<file path="src/rtl/vend_pkg.sv">
package vend_pkg;

   localparam int COIN_W      = 2;
   localparam int CRED_W      = 2;
   localparam int CHG_W       = 2;
   localparam int PRICE_STEPS = 3;   // price in 5-unit steps

   typedef enum logic [COIN_W-1:0] {
      COIN_NONE = 2'b00,
      COIN_5    = 2'b01,
      COIN_10   = 2'b10,
      COIN_20   = 2'b11
   } coin_e;

   typedef enum logic [CRED_W-1:0] {
      CR_0   = 2'b00,
      CR_5   = 2'b01,
      CR_10  = 2'b10,
      CR_BAD = 2'b11
   } credit_e;

   typedef struct packed {
      credit_e          nxt;
      logic             buy;
      logic [CHG_W-1:0] chg;
   } step_t;

   // value of a coin in 5-unit steps
   function automatic logic [3:0] coin_steps(input logic [COIN_W-1:0] c);
      case (c)
         COIN_5:  coin_steps = 4'd1;
         COIN_10: coin_steps = 4'd2;
         COIN_20: coin_steps = 4'd4;
         default: coin_steps = 4'd0;
      endcase
   endfunction

endpackage

</file>
<file path="src/rtl/vend_decide.sv">
module vend_decide
   import vend_pkg::*;
#(
   parameter bit USE_ARITH = 1'b1
) (
   input  credit_e           cur,
   input  logic [COIN_W-1:0] coin,
   output step_t             res
);

   generate
      if (USE_ARITH) begin : g_arith
         logic [3:0] total;
         logic [1:0] surplus;
         always_comb begin
            total   = {2'b00, cur} + coin_steps(coin);
            surplus = 2'(total - 4'(PRICE_STEPS));
            res     = '{nxt: CR_0, buy: 1'b0, chg: '0};
            if (cur == CR_BAD) begin
               res = '{nxt: CR_0, buy: 1'b0, chg: '0};
            end else if (coin == COIN_NONE) begin
               res.chg = cur;
            end else if (total >= 4'(PRICE_STEPS)) begin
               res.buy = 1'b1;
               res.chg = surplus;
            end else begin
               res.nxt = credit_e'(total[1:0]);
            end
         end
      end else begin : g_table
         always_comb begin
            case ({cur, coin})
               4'b00_00: res = step_t'(5'b00_0_00);
               4'b00_01: res = step_t'(5'b01_0_00);
               4'b00_10: res = step_t'(5'b10_0_00);
               4'b00_11: res = step_t'(5'b00_1_01);
               4'b01_00: res = step_t'(5'b00_0_01);
               4'b01_01: res = step_t'(5'b10_0_00);
               4'b01_10: res = step_t'(5'b00_1_00);
               4'b01_11: res = step_t'(5'b00_1_10);
               4'b10_00: res = step_t'(5'b00_0_10);
               4'b10_01: res = step_t'(5'b00_1_00);
               4'b10_10: res = step_t'(5'b00_1_01);
               4'b10_11: res = step_t'(5'b00_1_11);
               default:  res = step_t'(5'b00_0_00);
            endcase
         end
      end
   endgenerate

endmodule

</file>
<file path="src/rtl/vend_credit_reg.sv">
module vend_credit_reg
   import vend_pkg::*;
(
   input  logic    clk,
   input  logic    rst,
   input  credit_e d,
   output credit_e q
);

   always_ff @(posedge clk) begin
      if (rst) q <= CR_0;
      else     q <= d;
   end

endmodule

</file>
<file path="src/rtl/vend_fsm.sv">
module vend_fsm
   import vend_pkg::*;
#(
   parameter bit USE_ARITH   = 1'b1,
   parameter int COIN_BITS   = 2,
   parameter int CHANGE_BITS = 2
) (
   input  logic                   clk,
   input  logic                   rst,
   input  logic [COIN_BITS-1:0]   coin_code,
   output logic                   buy,
   output logic [CHANGE_BITS-1:0] change_code
);

   generate
      if (COIN_BITS != COIN_W) begin : g_bad_coin_w
         $error("vend_fsm: COIN_BITS must equal the coin code width");
      end
      if (CHANGE_BITS != CHG_W) begin : g_bad_chg_w
         $error("vend_fsm: CHANGE_BITS must equal the change code width");
      end
   endgenerate

   credit_e credit_q;
   step_t   decision;

   vend_decide #(.USE_ARITH(USE_ARITH)) u_decide (
      .cur  (credit_q),
      .coin (coin_code),
      .res  (decision)
   );

   vend_credit_reg u_reg (
      .clk (clk),
      .rst (rst),
      .d   (decision.nxt),
      .q   (credit_q)
   );

   // reset silences the Mealy outputs in the same cycle
   assign buy         = decision.buy & ~rst;
   assign change_code = rst ? '0 : decision.chg;

endmodule

</file>
<file path="config.mk">
export PLATFORM = sky130hd
export DESIGN_NAME = vend_fsm
export DESIGN_NICKNAME = d
export VERILOG_FILES = /design/src/rtl/vend_pkg.sv /design/src/rtl/vend_decide.sv /design/src/rtl/vend_credit_reg.sv /design/src/rtl/vend_fsm.sv
export SDC_FILE = /design/constraint.sdc
export NUM_CORES = 1
export LEC_CHECK = 0
export ABC_AREA = 1
export BUFFER_PORTS_ARGS = -buffer_cell sky130_fd_sc_hd__buf_2
export CORE_AREA = 8 8 45 47
export CTS_CLUSTER_SIZE = 16
export DETAILED_ROUTE_END_ITERATION = 6
export DIE_AREA = 0 0 53 55
export GPL_TIMING_DRIVEN = 0
export SLEW_MARGIN = 20
export SYNTH_ARGS = -nofsm -noshare
export SYNTH_HDL_FRONTEND = slang
export SYNTH_SLANG_ARGS = --single-unit
</file>
<file path="constraint.sdc">
create_clock -name clk -period 2.7 [get_ports clk]
set_input_delay 0.135 -clock clk [delete_from_list [all_inputs] [get_ports clk]]
set_output_delay 0.135 -clock clk [all_outputs]
set_load 0.005 [all_outputs]
</file>
# After elaboration in Yosys (flattened, before gate mapping)
# Index checks and enable logic that the tools add are counted.
[word_totals]
ff_bits = 2
latch_bits = 0
ram_bits = 0
mem_bits_ro = 0
in_bits = 4
out_inout_bits = 3
wordCells = 18
n_memories = 0
[classes]
addsub = 2
multipliers = 0
div = 0
magnitude_cmp = 1
eq_ne = 4
shift = 0
mux = 6
bitwise = 2
n_reduce_logical = 2
[ops]
columns = ["cell", "count"]
rows = [
  ["3-bit case mux with 3 select lines", 1],
  ["2-bit == test (second input constant)", 3],
  ["3-bit 2-to-1 mux", 2],
  ["2-bit by 3-bit adder with 4-bit output", 1],
  ["4-bit by 2-bit greater-or-equal comparator with 1-bit output (second input constant)", 1],
  ["2-bit 2-to-1 mux", 2],
  ["4-bit OR reduction", 1],
  ["2-bit by 1-bit == test with 1-bit output (second input constant)", 1],
  ["2-bit logical NOT", 1],
  ["2-bit subtractor (second input constant)", 1],
  ["1-bit AND", 1],
  ["1-bit 2-to-1 mux", 1],
  ["1-bit NOT", 1],
]

# Longest topological paths before layout
# Gate-level depths: netlist of the first run.
[logic_depth]
depth_word = 8
depth_mapped = 9
mapped_depth_nobuf = 9

# Cells and area by module
# From an unflattened synthesis of the first run, not the netlist that was laid out.
[unflattened]
hier_cells = 49
hier_area_um2 = 294.0
[by_module_without_submodules]
columns = ["mod", "n_inst", "cells_each", "area_per_inst_um2"]
rows = [
  ["vend_decide", 1, 37, 216.5],
  ["vend_credit_reg", 1, 6, 55.1],
  ["vend_fsm", 1, 6, 22.5],
]

# Least setup slack after synthesis of the first run
# No wires, ideal clock.
[synth_timing]
path_kind = "register to output"
start = "register u_reg.q[0]"
end = "output port change_code[0]"
arrival_ns = 1.529
t_required_ns = 2.565
setup_slack_ns = 1.036
path_stages_with_launch = 8
path_buffers = 0
path_cell_list = "dfxtp_1 -> ha_1 -> fa_1 -> ha_1 -> a21oi_4 -> nand2_4 -> nand3b_1 -> nand2_1"
[synth_between]
elab_chain_len = 6
[synth_lines]
columns = ["element", "line", "text"]
rows = [
  ["start, declared", "vend_credit_reg.sv:7", "output credit_e q"],
  ["start signal, assigned", "vend_credit_reg.sv:11", "if (rst) q <= CR_0;"],
  ["start signal, assigned", "vend_credit_reg.sv:12", "else q <= d;"],
  ["2-bit by 3-bit adder with 4-bit output", "vend_decide.sv:16", "total = {2'b00, cur} + coin_steps(coin);"],
  ["via u_decide.g_arith.total[1]", "vend_decide.sv:13", "logic [3:0] total;"],
  ["4-bit by 2-bit greater-or-equal comparator with 1-bit output", "vend_decide.sv:23", "end else if (total >= 4'(PRICE_STEPS)) begin"],
  ["3-bit 2-to-1 mux", "vend_decide.sv:23", ""],
  ["2-bit 2-to-1 mux", "vend_decide.sv:21", "end else if (coin == COIN_NONE) begin"],
  ["3-bit 2-to-1 mux", "vend_decide.sv:19", "if (cur == CR_BAD) begin"],
  ["2-bit 2-to-1 mux", "vend_fsm.sv:42", "assign change_code = rst ? '0 : decision.chg;"],
  ["end, declared", "vend_fsm.sv:12", "output logic [CHANGE_BITS-1:0] change_code"],
]
# The timed path passes the listed nets, and every way through them passes these cells.

# Final worst setup path of the first run
# Ends and elaborated chain as after synthesis.

==> results.py, run 1 <==
metrics = {
    "run_status": {
        "status": "complete, no violations",
    },
    "finish": {
        "drive_above_1_share_pct": 43.9,
        "seq_area_um2": 40.0,
        "reg_top3": "u_reg.q x2",
        "num_antenna_cells": 0,
        "multi_input_area_um2": 190,
        "final_common_cell": "buf_2",
        "fill_cells": 156,
        "layout_common_cells": "buf_2, inv_1",
        "largest-register": "u_reg.q",
        "area_growth_pct": 28.7,
        "nets": 51,
        "largest_register_ffs": 2,
    },
    "critical_path": {
        "slowest_stage": "fa_1",
        "cp.required_ns": 2.57,
        "critPathArrivalTime_ns": 1.96,
        "crit_type": "reg2out",
        "end_kind": "output pin",
        "cp_num_buf_inv": 1,
        "cpLargestDelayFamily": "adder cells",
        "max_stage_delay_ns": 0.47,
        "critPathMaxFanout": 4,
        "critical_path.most_common_cell": "ha_1",
        "critPathLaunchType": "flop",
        "path_cells": "ha_1 > fa_1 > ha_1 > a21oi_4 > nand2_4 > nand3b_1 > nand2_1 > buf_2",
    },
    "die": {
        "start_util_pct": 18.3,
        "dieWidth_um": 53,
        "die_h_um": 55,
        "io_pins": 7,
        "core_um2": 1380,
        "num_rows": 14,
        "die_area_um2": 2920,
    },
    "route": {
        "routed_wl_um": 483,
        "viasPerCell": 3.93,
        "ant_nets": 0,
        "met2_length_um": 258,
        "first_pass_iters": 4,
        "wl_per_cell_um": 8.47,
        "wl_met1_um": 208,
        "drt_iter0_markers": 6,
        "wl_met3_um": 17,
        "vias": 224,
        "routed.top_layer": "met3",
        "route.detailed.drc": 0,
    },
    "clock_tree": {
        "post_cts_resized": 0,
        "cts_max_level": 1,
        "clk_pin_slew_ns": 0.03,
        "numCtsBuffers": 3,
        "post_cts_buffers": 0,
        "cts.path.max_buffers": 2,
        "cts.sinks": 2,
        "ctsHoldBuffers": 0,
        "clock_latency_ns": 0.22,
        "cts-root-buf": "clkbuf_4",
        "cts_tree": "done",
    },
    "timing": {
        "worst_pin_slew_ns": 0.219,
        "whs_ns": 0.222,
        "finalClockSkew_ns": 0.00264,
        "slew_headroom_pct": 85.4,
        "period_needed_ns": 2.09,
        "tns_ns": 0,
        "rsz0062_at_grt": "no",
        "slew_viol_final": 0,
        "hold_viol": 0,
        "period_share_pct": 77.5,
        "setup_viol": 0,
        "max_freq_ghz": 0.478,
    },
    "grt": {
        "grt_pass1_vias": 218,
        "grt_max_degree": 5,
        "grt_antenna_before_repair": 0,
        "track_usage_pct": 4.37,
        "overflow": 0,
        "grt_first_pass_wirelength_um": 897,
    },
    "synthesis": {
        "postSynthCellCount": 32,
        "avgSynthCellArea_um2": 7.90,
        "synth_warnings": 0,
        "synth_seq_cells": 2,
        "synth_cell_type_count": 18,
        "syn_nets": 40,
        "ys_seq_area_share_pct": 15.8,
        "syn-cell-area_um2": 253,
    },
    "power": {
        "vdd_ir_drop_max_mv": 0.142,
        "leakage_uw": 0.000160,
        "power_density_nw_per_um2": 419,
    },
    "place": {
        "gp_congestion": 0.736,
        "port_buffers": 6,
        "dp_hpwl_um": 412,
    },
    "flow_run": {
        "drv_cap": 0,
    },
    "min_path": {
        "hold_class": "in2reg",
    },
}
-- path summary, 6_finish.rpt --
| check | start | end | slack [ns] | cells past startpoint |
|---|---|---|---|---|
| worst max register to register | u_reg.q[0]$_SDFF_PP0_ | u_reg.q[1]$_SDFF_PP0_ | 1.01 | 6 |
| worst max-delay path | u_reg.q[0]$_SDFF_PP0_ | change_code[0] | 0.61 | 8 |
| worst min register to register | u_reg.q[0]$_SDFF_PP0_ | u_reg.q[1]$_SDFF_PP0_ | 0.65 | 3 |
| worst min-delay path | rst | u_reg.q[1]$_SDFF_PP0_ | 0.22 | 4 |
-- report_power, final --
part           switching (uW)  internal [uW]  leakage, uW
logic                    20.6           16.3     0.000130
clock network            16.6           49.0    0.0000138
registers                2.39           31.5    0.0000163
-- logic make-up (layout without fill, tap and decap cells) --
logic type / count (synthesis) / in the layout / synth area share, %
adder cells (fa/ha/maj): 4 / 4 / 22.8
buffers and inverters: 6 / 15 / 8.91
flip-flops: 2 / 2 / 15.8
AND/OR/NAND/NOR: 15 / 15 / 36.6
AO/OA/AOI/OAI: 5 / 5 / 15.8
-- routing by layer --
metal  vias up  GRT usage [%]
met3         0           2.41
met5         -              0
li1        122              -
met4         0           3.88
met1        99           4.26
met2         3           6.64
-- synth_stat cells --
| cell | instances | area share, % |
|---|---|---|
| dfxtp_1 | 2 | 16 |
| inv_1 | 4 | 5.9 |
| o21ai_0 | 1 | 2.0 |
| nor3b_2 | 1 | 4.9 |
| ha_1 | 3 | 15 |
| nand3b_1 | 1 | 3.0 |
| a21oi_2 | 1 | 3.5 |
| a21oi_4 | 1 | 6.4 |
| inv_2 | 1 | 1.5 |
| nor3_2 | 1 | 4.0 |
| nand2_4 | 1 | 4.5 |
| clkinv_1 | 1 | 1.5 |
| nor2_1 | 3 | 4.5 |
| nand3_1 | 2 | 4.0 |
| a21oi_1 | 2 | 4.0 |
| nand2_2 | 3 | 7.4 |
| fa_1 | 1 | 7.9 |
| nand2_1 | 3 | 4.5 |
-- cell type report --
type / count / area share (%)
clock buffer: 3 / 6.92
inverter: 6 / 6.92
multi-input combinational: 24 / 58.5
sequential: 2 / 12.3
tap: 16 / 6.15
timing repair buffer: 6 / 9.23
-- metrics by stage --
step	power (uW)	utilization (%)	area, um2	instances	setup WS [ns]
after floorplan	60.7	-	253	32	1.04
after global placement	71.2	21.9	303	54	0.840
after detailed placement	72.1	21.9	303	54	0.830
after CTS	143	23.5	325	57	0.586
after global routing	150	23.5	325	57	0.488
final	136	23.5	325	57	0.607
-- worst reg2reg max path: cells and delay by family, from the launching register on --
family	cells	cell delay, ns
and+or+nand+nor	2	0.22
DFF	1	0.33
adders and majority gates	3	0.93
AOI/OAI and AO/OA	1	0.15
No activity file was read; power rests on OpenSTA's default activity.
==> run 2: changes to the inputs <==
==> constraint.sdc (replaced) <==
create_clock -name clk -period 1.96 [get_ports clk]
set_input_delay 0.098 -clock clk [delete_from_list [all_inputs] [get_ports clk]]
set_output_delay 0.098 -clock clk [all_outputs]
set_load 0.005 [all_outputs]
==> run 2 against run 1 <==
  * Wire length up 14%
  * Non-clock buffer count up 3
  * Register-to-register slack worse by 0.88 ns
==> results.py, run 2 (same netlist as run 1, synthesis figures left out) <==
metrics = {
    "place": {
        "port_buffers": 6,
        "dp_hpwl_um": 412,
        "gp_congestion": 0.736,
        "dpl_cell_area_um2": 303,
    },
    "clock_tree": {
        "cts_tree": "done",
        "cts.sinks": 2,
        "ctsHoldBuffers": 0,
        "numCtsBuffers": 3,
        "clock_latency_ns": 0.22,
        "cts_max_level": 1,
        "clk_pin_slew_ns": 0.03,
        "cts-root-buf": "clkbuf_4",
        "cts.path.max_buffers": 2,
    },
    "timing": {
        "period_needed_ns": 1.94,
        "tns_ns": 0,
        "max_freq_ghz": 0.515,
        "setup_viol": 0,
        "worst_pin_slew_ns": 0.215,
        "finalClockSkew_ns": 0.00309,
        "slew_viol_final": 0,
        "slew_headroom_pct": 85.7,
        "rsz0062_at_grt": "yes",
        "period_share_pct": 99.1,
        "hold_viol": 0,
    },
    "finish": {
        "area_growth_pct": 45.0,
        "fill_cells": 155,
        "largest_register_ffs": 2,
        "drive_above_1_share_pct": 54.5,
        "reg_top3": "u_reg.q x2",
        "final_cell_area_um2": 367,
        "final_common_cell": "buf_2",
        "layout_common_cells": "buf_2, inv_1",
        "largest-register": "u_reg.q",
        "nets": 54,
        "num_antenna_cells": 0,
    },
    "route": {
        "route.detailed.drc": 0,
        "viasPerCell": 3.92,
        "wl_per_cell_um": 9.18,
        "drt_iter0_markers": 6,
        "routed_wl_um": 551,
        "first_pass_iters": 4,
        "ant_nets": 0,
        "vias": 235,
    },
    "critical_path": {
        "r2r-start": "u_reg.q[0]$_SDFF_PP0_",
        "cpLargestDelayFamily": "adder cells",
        "cp_num_buf_inv": 1,
        "critPathLaunchType": "flop",
        "critPathArrivalTime_ns": 1.84,
        "critPathMaxFanout": 3,
        "crit_cells": 8,
        "r2r.worst_path.cells": 8,
        "max_stage_delay_ns": 0.47,
        "cp.required_ns": 1.86,
        "crit_type": "reg2out",
        "worst_r2r_endpoint": "u_reg.q[1]$_SDFF_PP0_",
        "slowest_stage": "fa_1",
        "worstSetupStartpoint": "u_reg.q[0]$_SDFF_PP0_",
        "end_kind": "output pin",
        "reg2reg_slack_ns": 0.13,
        "crit_path_end": "change_code[0]",
        "path_cells": "ha_4 > fa_1 > ha_2 > a21oi_4 > nand2_4 > nand3b_1 > nand2_1 > buf_2",
    },
    "grt": {
        "grt_max_degree": 5,
        "overflow": 0,
        "grt_pass1_vias": 249,
        "track_usage_pct": 4.86,
        "grt_first_pass_wirelength_um": 986,
        "grt_antenna_before_repair": 0,
    },
    "die": {
        "die_area_um2": 2920,
        "core_um2": 1380,
        "num_rows": 14,
        "dieWidth_um": 53,
        "start_util_pct": 18.3,
        "io_pins": 7,
        "die_h_um": 55,
    },
    "power": {
        "power_density_nw_per_um2": 548,
        "leakage_uw": 0.000172,
        "vdd_ir_drop_max_mv": 0.181,
    },
    "min_path": {
        "hold_class": "in2reg",
        "min_path_cells": 4,
    },
    "flow_run": {
        "drv_cap": 0,
    },
    "run_status": {
        "status": "complete, no violations",
    },
}
run 2: worst reg2reg max path, stage by stage, from the launching register on:
cell,delay (ns)
dfxtp_4,0.34
ha_4,0.15
fa_1,0.47
ha_2,0.21
a21oi_4,0.14
nand2_4,0.06
buf_4,0.13
buf_4,0.13
nor3b_2,0.13
run 2: area by class of cell:
type                            count  area [um2]  share of cell area, %
Multi-Input combinational cell     24         205                   56.0
Timing Repair Buffer                9        52.6                   14.3
Sequential cell                     2        43.8                   11.9
Clock buffer                        3        22.5                   6.14
Inverter                            6        22.5                   6.14
Tap cell                           16        20.0                   5.46
run 2: power breakdown:
group	total, uW	switching, uW	internal [uW]
clock	91.4	23.8	67.6
combinational	63.6	32.1	31.5
sequential	45.9	3.07	42.8
run 2: metrics by stage:
stage	total power [uW]	hold WS [ns]	utilization, %	std cells	worst slack, ns
2_1_floorplan	83.6	0.294	-	32	0.333
3_3_place_gp	98.0	0.418	21.9	54	0.137
3_5_place_dp	99.3	0.421	21.9	54	0.127
4_1_cts	208	0.172	26.5	60	-0.0449
5_1_grt	218	0.196	26.5	60	-0.0741
6_report	201	0.179	26.5	60	0.0178
run 2: repair_timing:
| item | in CTS | in global routing |
|---|---|---|
| pin swaps | 4 | 2 |
| endpoints found under the setup margin | 3 | 3 |
| setup buffers | 3 | 0 |
| gates resized for setup | 5 | 0 |
run 2: worst min path at each step:
stage               startpoint               endpoint  slack [ns]
floorplan                  rst  u_reg.q[0]$_SDFF_PP0_        0.29
global placement           rst  u_reg.q[0]$_SDFF_PP0_        0.42
detailed placement         rst  u_reg.q[0]$_SDFF_PP0_        0.42
CTS                        rst  u_reg.q[0]$_SDFF_PP0_        0.17
global route               rst  u_reg.q[0]$_SDFF_PP0_        0.20
finish                     rst  u_reg.q[0]$_SDFF_PP0_        0.18
run 2: metal layers:
| metal | up-vias | routed length, um | global-route usage, % |
|---|---|---|---|
| li1 | 129 | - | - |
| met3 | 0 | 29 | 2.67 |
| met1 | 103 | 205 | 4.10 |
| met5 | - | 0 | 0 |
| met2 | 3 | 315 | 8.40 |
| met4 | 0 | 0 | 3.88 |
==> run 3: changes to the inputs <==
--- a/config.mk
+++ b/config.mk
@@ -5,13 +5,13 @@
 export SDC_FILE = /design/constraint.sdc
 export NUM_CORES = 1
 export LEC_CHECK = 0
-export ABC_AREA = 1
 export BUFFER_PORTS_ARGS = -buffer_cell sky130_fd_sc_hd__buf_2
 export CORE_AREA = 8 8 45 47
 export CTS_CLUSTER_SIZE = 16
 export DETAILED_ROUTE_END_ITERATION = 6
 export DIE_AREA = 0 0 53 55
 export GPL_TIMING_DRIVEN = 0
+export SKIP_LAST_GASP = 1
 export SLEW_MARGIN = 20
 export SYNTH_ARGS = -nofsm -noshare
 export SYNTH_HDL_FRONTEND = slang
==> run 3 against run 2 <==
  * Non-clock buffer count up 1
  * Sequential power rose by 0.9%
  * Clock skew shrank 0.0023 ns
  * Maximum frequency increased by 0.88%
  * Largest power group unchanged
  * Highest routed layer unchanged
==> results.py, run 3 <==
metrics = {
    "critical_path": {
        "cp.required_ns": 1.86,
        "max_stage_delay_ns": 0.56,
        "crit_type": "reg2out",
        "critPathArrivalTime_ns": 1.83,
        "end_kind": "output pin",
        "critical_path.most_common_cell": "ha_4",
        "slowest_stage": "fa_2",
        "critPathMaxFanout": 4,
        "cpLargestDelayFamily": "adder cells",
        "cp_num_buf_inv": 1,
        "critPathLaunchType": "flop",
        "path_cells": "ha_4 > fa_2 > ha_4 > a211oi_4 > o31ai_1 > buf_2",
    },
    "die": {
        "io_pins": 7,
        "die_h_um": 55,
        "dieWidth_um": 53,
        "die_area_um2": 2920,
        "num_rows": 14,
        "start_util_pct": 16.5,
        "core_um2": 1380,
    },
    "min_path": {
        "hold_class": "in2reg",
    },
    "route": {
        "viasPerCell": 4.15,
        "ant_nets": 0,
        "routed_wl_um": 661,
        "vias": 228,
        "first_pass_iters": 1,
        "wl_per_cell_um": 12.0,
        "drt_iter0_markers": 0,
        "route.detailed.drc": 0,
    },
    "clock_tree": {
        "clock_latency_ns": 0.22,
        "cts_tree": "done",
        "clk_pin_slew_ns": 0.03,
        "cts.path.max_buffers": 2,
        "cts.sinks": 2,
        "cts-root-buf": "clkbuf_4",
        "cts_max_level": 1,
        "numCtsBuffers": 3,
    },
    "synthesis": {
        "synth.top_cell.area_share_pct": 17.6,
        "postSynthCellCount": 26,
        "synth_seq_cells": 2,
        "synth_warnings": 0,
        "syn-cell-area_um2": 228,
        "async_flop_share_pct": 0,
        "yosysMostFrequentCell": "ha_1",
        "synth_edf_count": 0,
        "synth_top_area_cell": "dfxtp_1",
        "avgSynthCellArea_um2": 8.76,
        "ys_top_cells_by_area": "dfxtp_1, ha_1, fa_1",
        "synth_cell_type_count": 19,
        "syn_nets": 34,
        "ys.flop_type": "dfxtp_1",
        "ys_seq_area_share_pct": 17.6,
    },
    "power": {
        "cellInternalPower_uw": 147,
        "power_density_nw_per_um2": 547,
        "switching_share_pct": 27.6,
        "vdd_ir_drop_max_mv": 0.231,
        "power_frac_clock_pct": 43.8,
        "comb_power_share_pct": 33.3,
        "p_switching_uw": 55.9,
        "leakage_uw": 0.000162,
        "seqPwrFrac_pct": 22.9,
    },
    "timing": {
        "period_share_pct": 98.2,
        "rsz0062_at_grt": "yes",
        "hold_viol": 0,
        "worst_pin_slew_ns": 0.263,
        "slew_headroom_pct": 82.4,
        "finalClockSkew_ns": 0.000771,
        "max_freq_ghz": 0.519,
        "setup_viol": 0,
        "period_needed_ns": 1.93,
        "slew_viol_final": 0,
        "whs_ns": 0.387,
    },
    "finish": {
        "layout_common_cells": "buf_2, buf_4, clkbuf_4",
        "final_common_cell": "buf_2",
        "reg_top3": "u_reg.q x2",
        "largest_register_ffs": 2,
        "area_growth_pct": 62.6,
        "num_antenna_cells": 0,
        "nets": 49,
        "final_cell_area_um2": 370,
        "fill_cells": 152,
        "largest-register": "u_reg.q",
        "drive_above_1_share_pct": 59.0,
    },
    "grt": {
        "grt_antenna_before_repair": 0,
        "overflow": 0,
        "track_usage_pct": 5.35,
        "grt_max_degree": 7,
        "grt_first_pass_wirelength_um": 1090,
        "grt_pass1_vias": 269,
    },
    "place": {
        "gp_congestion": 0.742,
        "port_buffers": 6,
        "dpl_cell_area_um2": 278,
        "dp_hpwl_um": 433,
    },
    "flow_run": {
        "drv_cap": 0,
    },
    "run_status": {
        "status": "complete, no violations",
    },
}
run 3: path summary, 6_finish.rpt:
check,startpoint,to,slack [ns],depth (start not counted)
min reg2reg,u_reg.q[0]$_SDFF_PP0_,u_reg.q[0]$_SDFF_PP0_,0.68,2
max reg2reg,u_reg.q[0]$_SDFF_PP0_,u_reg.q[0]$_SDFF_PP0_,0.20,6
min,rst,u_reg.q[1]$_SDFF_PP0_,0.39,4
max,u_reg.q[0]$_SDFF_PP0_,change_code[0],0.03,6
run 3: logic make-up (layout without fill, tap and decap cells):
kind of cell | Yosys count | count (layout) | synth area share (%)
DFF | 2 | 2 | 17.6
and+or+nand+nor | 13 | 13 | 34.6
adders and majority gates | 4 | 4 | 25.3
AOI/OAI and AO/OA | 6 | 6 | 20.9
buffers and inverters | 1 | 14 | 1.65
run 3: through the flow:
step	power, uW	util (%)	TNS [ns]	instances	setup slack, ns
after floorplan	74.4	-	0	26	0.342
after CTS	199	25.2	-0.265	54	-0.113
after global placement	90.2	20.1	-0.0263	48	-0.0166
after global routing	219	26.8	-0.0670	55	-0.0499
after detailed placement	90.4	20.1	-0.0437	48	-0.0247
final	203	26.8	0	55	0.0347
run 3: cell type report:
class	instances	area [um2]	share of cell area (%)
inverter	1	3.75	1.01
multi-input combinational	23	219	59.1
clock buffer	3	22.5	6.08
sequential	2	45.0	12.2
tap	16	20.0	5.41
timing repair buffer	10	60.1	16.2
run 3: worst min-delay path, cell delays in order:
cell and delay, ns:
buf_2 0.08, a21oi_1 0.06, nor2b_1 0.15, and3_1 0.18
run 3: power by group through the flow:
stage          clock network, uW  registers, uW  logic (uW)
3_3_place_gp                   0           46.9        43.2
2_1_floorplan                  0           46.1        28.3
4_1_cts                     93.6           46.1        59.5
3_5_place_dp                   0           47.0        43.4
6_report                    88.8           46.3        67.6
5_1_grt                     95.7           46.8        76.3
run 3: per-layer routing:
layer / track usage, % / vias to the layer above / wire length [um] / share of wire (%)
met1: 4.85 / 105 / 228 / 34
met5: 0 / - / 0 / 0
li1: - / 120 / - / -
met4: 6.47 / 0 / 0 / 0
met2: 8.01 / 3 / 387 / 59
met3: 2.67 / 0 / 45 / 6.8
run 3: repair_timing:
action	CTS	global route
pin swaps	6	5
gates resized for setup	6	3
endpoints found under the setup margin	3	3
hold buffers	0	0
setup buffers	3	1
